<file path="src/rtl/txfb_pkg.sv">
package txfb_pkg;

  localparam int CFG_W   = 32;
  localparam int FIELD_W = 16;

  typedef logic [FIELD_W-1:0] field_t;

  // Depth field of a configuration word, limited to the RAM size.
  function automatic field_t clamp_depth(input logic [CFG_W-1:0] cfg, input int unsigned lim);
    field_t raw;
    raw = cfg[31:16];
    if (32'(raw) > lim) return field_t'(lim);
    return raw;
  endfunction

  function automatic field_t start_of(input logic [CFG_W-1:0] cfg);
    return cfg[15:0];
  endfunction

  // Advance an offset inside a partition of the given depth.
  function automatic field_t wrap_inc(input field_t off, input field_t depth);
    if (32'(off) + 1 >= 32'(depth)) return '0;
    return off + 16'd1;
  endfunction

  // Physical word address of an offset within a partition.
  function automatic field_t part_addr(input field_t start, input field_t off);
    return start + off;
  endfunction

  function automatic field_t free_space(input field_t depth, input field_t fill);
    if (fill >= depth) return '0;
    return depth - fill;
  endfunction

  function automatic logic irq_level(input field_t free, input field_t depth, input logic half);
    if (depth == '0) return 1'b0;
    if (half) return ({free, 1'b0} >= {1'b0, depth});
    return (free == depth);
  endfunction

endpackage

</file>
<file path="src/rtl/txfb_push_decode.sv">
module txfb_push_decode #(
  parameter int NUM_EP        = 4,
  parameter int PUSH_WIN_LOG2 = 10,
  localparam int EP_W         = (NUM_EP > 1) ? $clog2(NUM_EP) : 1,
  localparam int PA_W         = EP_W + PUSH_WIN_LOG2
) (
  input  logic              valid_i,
  input  logic [PA_W-1:0]   addr_i,
  output logic [EP_W-1:0]   ep_o,
  output logic [NUM_EP-1:0] hit_o
);
  assign ep_o = addr_i[PA_W-1:PUSH_WIN_LOG2];

  for (genvar g = 0; g < NUM_EP; g++) begin : g_hit
    assign hit_o[g] = valid_i && (ep_o == EP_W'(g));
  end
endmodule

</file>
<file path="src/rtl/txfb_part_ctrl.sv">
module txfb_part_ctrl
  import txfb_pkg::*;
#(
  parameter int AW = 6
) (
  input  logic          clk,
  input  logic          rst_n,
  input  field_t        start_i,
  input  field_t        depth_i,
  input  logic          push_hit_i,
  input  logic          pop_hit_i,
  input  logic          flush_i,
  output logic [AW-1:0] wr_addr_o,
  output logic [AW-1:0] rd_addr_o,
  output logic          push_accept_o,
  output logic          push_drop_o,
  output logic          pop_accept_o,
  output logic          pop_miss_o,
  output field_t        fill_o,
  output logic          overflow_o
);
  field_t wr_off_q, rd_off_q, fill_q;
  logic   ovf_q;
  logic   full, empty;
  field_t wa, ra;

  assign full  = (fill_q >= depth_i);
  assign empty = (fill_q == '0);

  assign push_accept_o = push_hit_i && !flush_i && !full;
  assign push_drop_o   = push_hit_i && !flush_i && full;
  assign pop_accept_o  = pop_hit_i && !flush_i && !empty;
  assign pop_miss_o    = pop_hit_i && !flush_i && empty;

  assign wa        = part_addr(start_i, wr_off_q);
  assign ra        = part_addr(start_i, rd_off_q);
  assign wr_addr_o = wa[AW-1:0];
  assign rd_addr_o = ra[AW-1:0];
  assign fill_o    = fill_q;
  assign overflow_o = ovf_q;

  always_ff @(posedge clk or negedge rst_n) begin
    if (!rst_n) begin
      wr_off_q <= '0;
      rd_off_q <= '0;
      fill_q   <= '0;
      ovf_q    <= 1'b0;
    end else if (flush_i) begin
      wr_off_q <= '0;
      rd_off_q <= '0;
      fill_q   <= '0;
      ovf_q    <= 1'b0;
    end else begin
      if (push_accept_o) wr_off_q <= wrap_inc(wr_off_q, depth_i);
      if (pop_accept_o)  rd_off_q <= wrap_inc(rd_off_q, depth_i);
      case ({push_accept_o, pop_accept_o})
        2'b10:   fill_q <= fill_q + 16'd1;
        2'b01:   fill_q <= fill_q - 16'd1;
        default: fill_q <= fill_q;
      endcase
      if (push_drop_o) ovf_q <= 1'b1;
    end
  end
endmodule

</file>
<file path="src/rtl/txfb_ram.sv">
module txfb_ram #(
  parameter int DEPTH  = 64,
  parameter int DATA_W = 32,
  localparam int AW    = $clog2(DEPTH)
) (
  input  logic              clk,
  input  logic              rst_n,
  input  logic              we_i,
  input  logic [AW-1:0]     waddr_i,
  input  logic [DATA_W-1:0] wdata_i,
  input  logic              re_i,
  input  logic [AW-1:0]     raddr_i,
  output logic [DATA_W-1:0] rdata_o
);
  logic [DATA_W-1:0] mem [DEPTH];

  always_ff @(posedge clk) begin
    if (we_i) mem[waddr_i] <= wdata_i;
  end

  always_ff @(posedge clk or negedge rst_n) begin
    if (!rst_n)    rdata_o <= '0;
    else if (re_i) rdata_o <= mem[raddr_i];
  end
endmodule

</file>
<file path="src/rtl/ep_txfifo_bank.sv">
module ep_txfifo_bank
  import txfb_pkg::*;
#(
  parameter int NUM_EP        = 4,
  parameter int RAM_DEPTH     = 64,
  parameter int DATA_W        = 32,
  parameter int PUSH_WIN_LOG2 = 10,
  localparam int EP_W         = (NUM_EP > 1) ? $clog2(NUM_EP) : 1,
  localparam int PA_W         = EP_W + PUSH_WIN_LOG2,
  localparam int AW           = $clog2(RAM_DEPTH)
) (
  input  logic                    clk,
  input  logic                    rst_n,
  input  logic [NUM_EP*CFG_W-1:0] cfg_i,
  input  logic                    level_sel_i,
  input  logic [NUM_EP-1:0]       flush_i,
  input  logic                    push_valid_i,
  input  logic [PA_W-1:0]         push_addr_i,
  input  logic [DATA_W-1:0]       push_data_i,
  input  logic                    pop_valid_i,
  input  logic [EP_W-1:0]         pop_ep_i,
  output logic                    pop_ok_o,
  output logic [DATA_W-1:0]       pop_data_o,
  output logic [NUM_EP*16-1:0]    free_words_o,
  output logic [NUM_EP-1:0]       empty_irq_o,
  output logic [NUM_EP-1:0]       overflow_o
);
  // Internal events, named for the checker.
  logic [NUM_EP-1:0]    push_hit, pop_hit;
  logic [NUM_EP-1:0]    push_accept, push_drop, pop_accept, pop_miss;
  logic [NUM_EP*16-1:0] depth_eff;
  logic [EP_W-1:0]      push_ep;

  logic [AW-1:0] wr_addr [NUM_EP];
  logic [AW-1:0] rd_addr [NUM_EP];

  txfb_push_decode #(.NUM_EP(NUM_EP), .PUSH_WIN_LOG2(PUSH_WIN_LOG2)) u_dec (
    .valid_i (push_valid_i),
    .addr_i  (push_addr_i),
    .ep_o    (push_ep),
    .hit_o   (push_hit)
  );

  for (genvar g = 0; g < NUM_EP; g++) begin : g_part
    field_t start_w, depth_w, fill_w, free_w;

    assign start_w = start_of(cfg_i[g*CFG_W +: CFG_W]);
    assign depth_w = clamp_depth(cfg_i[g*CFG_W +: CFG_W], RAM_DEPTH);
    assign pop_hit[g] = pop_valid_i && (pop_ep_i == EP_W'(g));

    txfb_part_ctrl #(.AW(AW)) u_ctrl (
      .clk          (clk),
      .rst_n        (rst_n),
      .start_i      (start_w),
      .depth_i      (depth_w),
      .push_hit_i   (push_hit[g]),
      .pop_hit_i    (pop_hit[g]),
      .flush_i      (flush_i[g]),
      .wr_addr_o    (wr_addr[g]),
      .rd_addr_o    (rd_addr[g]),
      .push_accept_o(push_accept[g]),
      .push_drop_o  (push_drop[g]),
      .pop_accept_o (pop_accept[g]),
      .pop_miss_o   (pop_miss[g]),
      .fill_o       (fill_w),
      .overflow_o   (overflow_o[g])
    );

    assign free_w                = free_space(depth_w, fill_w);
    assign free_words_o[g*16 +: 16] = free_w;
    assign depth_eff[g*16 +: 16] = depth_w;
    assign empty_irq_o[g]        = irq_level(free_w, depth_w, level_sel_i);
  end

  logic [DATA_W-1:0] ram_q;
  logic              pop_ok_q;

  txfb_ram #(.DEPTH(RAM_DEPTH), .DATA_W(DATA_W)) u_ram (
    .clk    (clk),
    .rst_n  (rst_n),
    .we_i   (|push_accept),
    .waddr_i(wr_addr[push_ep]),
    .wdata_i(push_data_i),
    .re_i   (|pop_accept),
    .raddr_i(rd_addr[pop_ep_i]),
    .rdata_o(ram_q)
  );

  always_ff @(posedge clk or negedge rst_n) begin
    if (!rst_n) pop_ok_q <= 1'b0;
    else        pop_ok_q <= |pop_accept;
  end

  assign pop_ok_o   = pop_ok_q;
  assign pop_data_o = pop_ok_q ? ram_q : '0;
endmodule

</file>
<file path="config.mk">
export PLATFORM = sky130hd
export DESIGN_NAME = ep_txfifo_bank
export DESIGN_NICKNAME = d
export VERILOG_FILES = /design/src/rtl/txfb_pkg.sv /design/src/rtl/txfb_push_decode.sv /design/src/rtl/txfb_part_ctrl.sv /design/src/rtl/txfb_ram.sv /design/src/rtl/ep_txfifo_bank.sv
export SDC_FILE = /design/constraint.sdc
export NUM_CORES = 2
export LEC_CHECK = 0
export ABC_AREA = 1
export BUFFER_PORTS_ARGS = -buffer_cell sky130_fd_sc_hd__buf_2
export CORE_MARGIN = 3
export CORE_UTILIZATION = 25
export DETAILED_ROUTE_END_ITERATION = 10
export HOLD_SLACK_MARGIN = 0.12
export PLACE_DENSITY = 0.5
export SKIP_LAST_GASP = 1
export SYNTH_ARGS = -nofsm -noshare
export SYNTH_HDL_FRONTEND = slang
export SYNTH_SLANG_ARGS = --single-unit
</file>
<file path="constraint.sdc">
create_clock -name clk -period 5.24 [get_ports clk]
set_input_delay 0 -clock clk [delete_from_list [all_inputs] [get_ports clk]]
set_output_delay 0 -clock clk [all_outputs]
set_load 0.02 [all_outputs]
</file>
==> key figures <==
Outcome
  • Outcome: finished, final reports clean

Final layout
  • Core Util, Final: 29.5%
  • NumNets Final: 10.1k
  • Share of cells above drive strength 1: 14.8%
  • Commonest non-fill, non-tap cell in the layout: edfxtp_1
  • Commonest cells after routing, fill and taps aside: edfxtp_1, o21ai_0, nor2_1
  • Syn-to-layout area delta: 17.6%

Routing
  • 1st-pass router iterations: 8
  • WL final: around 320000 um
  • Vias post-DR: 73.1k
  • # DRC: 0
  • Final ANT Viol Nets: 0
  • Initial DRC count: 6522
  • Vias per cell: 4.73
  • Avg WL per Cell: roughly 21 um

Global routing
  • Total Routing Usage GR: 14.5%
  • Initial antenna violation count: 18
  • Total grt overflow: 0
  • First-pass GRT wire length: 474000 um
  • Vias in the first global route: 70.4k
  • Largest net degree at the start of global routing: 213

Power
  • Logic pwr share: 18.9%
  • Sequential share of power: between 40% and 50%
  • Leak Pwr: 43.8 nW
  • Switching part of the total power: 29.3%
  • Sw Pwr: 13.4 mW
  • Clock power share: 36.8%
  • Worst vdd ir: around 0.30 mV
  • Power Density: 369 mW/mm^2
  • P_int: ~32 mW

Clock tree
  • Reg clk slew, reported paths: 60 ps
  • Worst-skew pair later-pin latency: 940 ps
  • TritonCTS Buffers: ~240
  • Htree depth: 4
  • # Post-CTS Setup Buffers: 0
  • CTS sink cnt: between 2k and 2.5k
  • TritonCTS clock tree: built
  • Clock Path Buffers: 4
  • Clock Root Buffer: clkbuf_16

Synthesis
  • Synthesized instance count: around 9.1k
  • Syn avg cell area: 11.6 sq um
  • Sequential element share of the synthesized area: 63.6%
  • Fraction of registers with async set/reset: 10.1%
  • EDFF count, synth: 2048
  • #FFs+latches synth: 2277
  • Post-Syn Area: 0.106 sq mm
  • Synth warn: 0
  • Top_reg_cell synth: edfxtp_1
  • Yosys cell types: 67

Placement
  • Routability cong.: 0.837
  • HPWL Detailed: 192000 um
  • PortBufs: 237
  • Pre-CTS WS: roughly 350 ps

Worst setup path
  • Arr. time, crit path: about 4700 ps
  • Worst setup SP type: register
  • Critical-path maximum fanout: 12
  • Crit Path Category: register to primary output
  • CP Capture Type: primary output
  • CP required: around 5200 ps

Min path
  • Worst hold-check path type: input pin to register

Timing
  • Max Clock Freq: 211 MHz
  • RSZ-0062 raised after global routing: no
  • Slew at the pin closest to its max-slew limit: 1220 ps
  • Tcrit/Tclk final: around nine tenths
  • Post-route setup TNS: 0 ps
  • Worst setup margin: 496 ps
  • Relative slew slack: between 10% and 20%
  • Clock skew: 114 ps
  • Min Tclk post-route: 4740 ps
  • Fin. max-slew vios: 0
  • Setup violations, final: 0
  • Final Hold Viols: 0

Die
  • Chip Height: 656 um
  • I/O pin count: approximately 290
  • Die Wd: ~660 um
  • Initial core utilization: about a quarter
  • Row cnt: about 240
  • Die area: 0.431 sq mm
  • Core box area: around 0.42 sq mm

Flow run
  • Max_cap viols: 0
## cell type report
cell class              count  area, sq um
diodes                     19         47.5
clock buffers             328         6630
clock inverters           112         1050
fillers                 43100       296000
inverters                 629         2400
multi-input cells        5881        35100
flip-flops and latches   2277        67200
well taps                5640         7060
repair buffers            567         4810
## final timing paths
check | end | slack (ps) | cells past startpoint | startpoint
setup / recovery | empty_irq_o[2] | 500 | 25 | g_part[2].u_ctrl.fill_o[1]
max in group asynchronous | g_part[0].u_ctrl.fill_o[6] | 4190 | 4 | rst_n
hold / removal | g_part[0].u_ctrl.wr_off_q[2] | 240 | 11 | cfg_i[19]
min in group asynchronous | g_part[1].u_ctrl.fill_o[13] | 390 | 4 | rst_n
setup reg to reg | g_part[3].u_ctrl.fill_o[14] | 710 | 26 | g_part[3].u_ctrl.fill_o[12]
hold reg to reg | g_part[2].u_ctrl.overflow_o | 500 | 1 | g_part[2].u_ctrl.overflow_o
## critical path, stage by stage, from the launching register on
cell and delay [ps]:
dfrtp_1 400, inv_1 140, fa_1 510, nand4_1 130
nand2_1 130, nand2_1 80, nand2_1 80, nand2_2 120
nand2_4 120, nand3_1 110, inv_1 90, ha_1 320
a21oi_1 130, nor2_1 50, a211oi_1 170, o21a_1 190
nor2_1 60, o21ai_0 200, o211ai_1 130, nand3_1 80
nand2_1 60, nand2_1 60, nand2_1 40, o21ai_0 230
a21oi_1 100, buf_2 170
## logic make-up (layout without fill, tap and decap cells)
group	count (synthesis)	count (layout)	synth area share [%]
fa+ha+maj	362	362	4.40
other cells	2	163	0.00710
buf+inv	1122	1636	4.25
flops	2277	2277	63.6
simple gates	2758	2758	12.1
xor+xnor	168	168	1.39
mux	2	2	0.0189
compound gates	2447	2447	14.2
## what timing repair did
action                                   CTS  global route
hold buffers                              57             0
resized for setup                          0             2
endpoints found under the setup margin     0             1
hold endpoints to repair                2464             0
## flip-flops by register name, summed over array words and instances (netlist names)
signal	flops
u_ram.mem	2048
g_part.u_ctrl.fill_o	64
g_part.u_ctrl.rd_off_q	64
g_part.u_ctrl.wr_off_q	64
u_ram.rdata_o	32
g_part.u_ctrl.overflow_o	4
pop_ok_o	1
## Yosys cell counts (36+ instances only)
cell type	n	area [sq um]
o211ai_1	440	3300
o21ai_1	62	310
o22ai_1	376	2350
nor3_1	80	400
buf_2	93	465
nand3_1	359	1800
o32ai_1	56	490
dfrtp_1	229	5730
nand2_1	645	2420
inv_1	612	2300
xor2_1	125	1090
ha_1	346	4330
or2_2	414	2590
xnor2_1	43	377
clkbuf_1	353	1330
nor2_1	1042	3910
edfxtp_1	2048	61500
o221ai_1	82	718
nand4_1	80	500
o21ai_0	1008	5040
a21oi_1	225	1130
a31oi_1	36	225
## metrics by stage
stage / instances / hold WS [ps] / total power [mW] / area (sq um)
5_1_grt: 15400 / 295 / 48.0 / 124000
2_1_floorplan: 9280 / -296 / 26.2 / 106000
3_3_place_gp: 14900 / 144 / 29.3 / 116000
4_1_cts: 15400 / 180 / 46.3 / 124000
3_5_place_dp: 14900 / 133 / 29.4 / 116000
6_report: 15500 / 244 / 45.9 / 124000
## power groups by stage
stage | sequential (mW) | combinational, mW | clock [mW]
after floorplan | 20.5 | 5.63 | 0
after global placement | 20.7 | 8.64 | 0
after detailed placement | 20.7 | 8.67 | 0
after CTS | 20.3 | 8.74 | 17.3
after global routing | 20.3 | 9.65 | 18.0
final | 20.3 | 8.69 | 16.9
## layer usage
metal / part of all wire [%] / global-route usage, %
met4: 1.9 / 2.98
met3: 5.5 / 1.93
met2: 45 / 23.1
met5: 0.012 / 0
met1: 47 / 20.8
(Power assumes the default switching activity.)
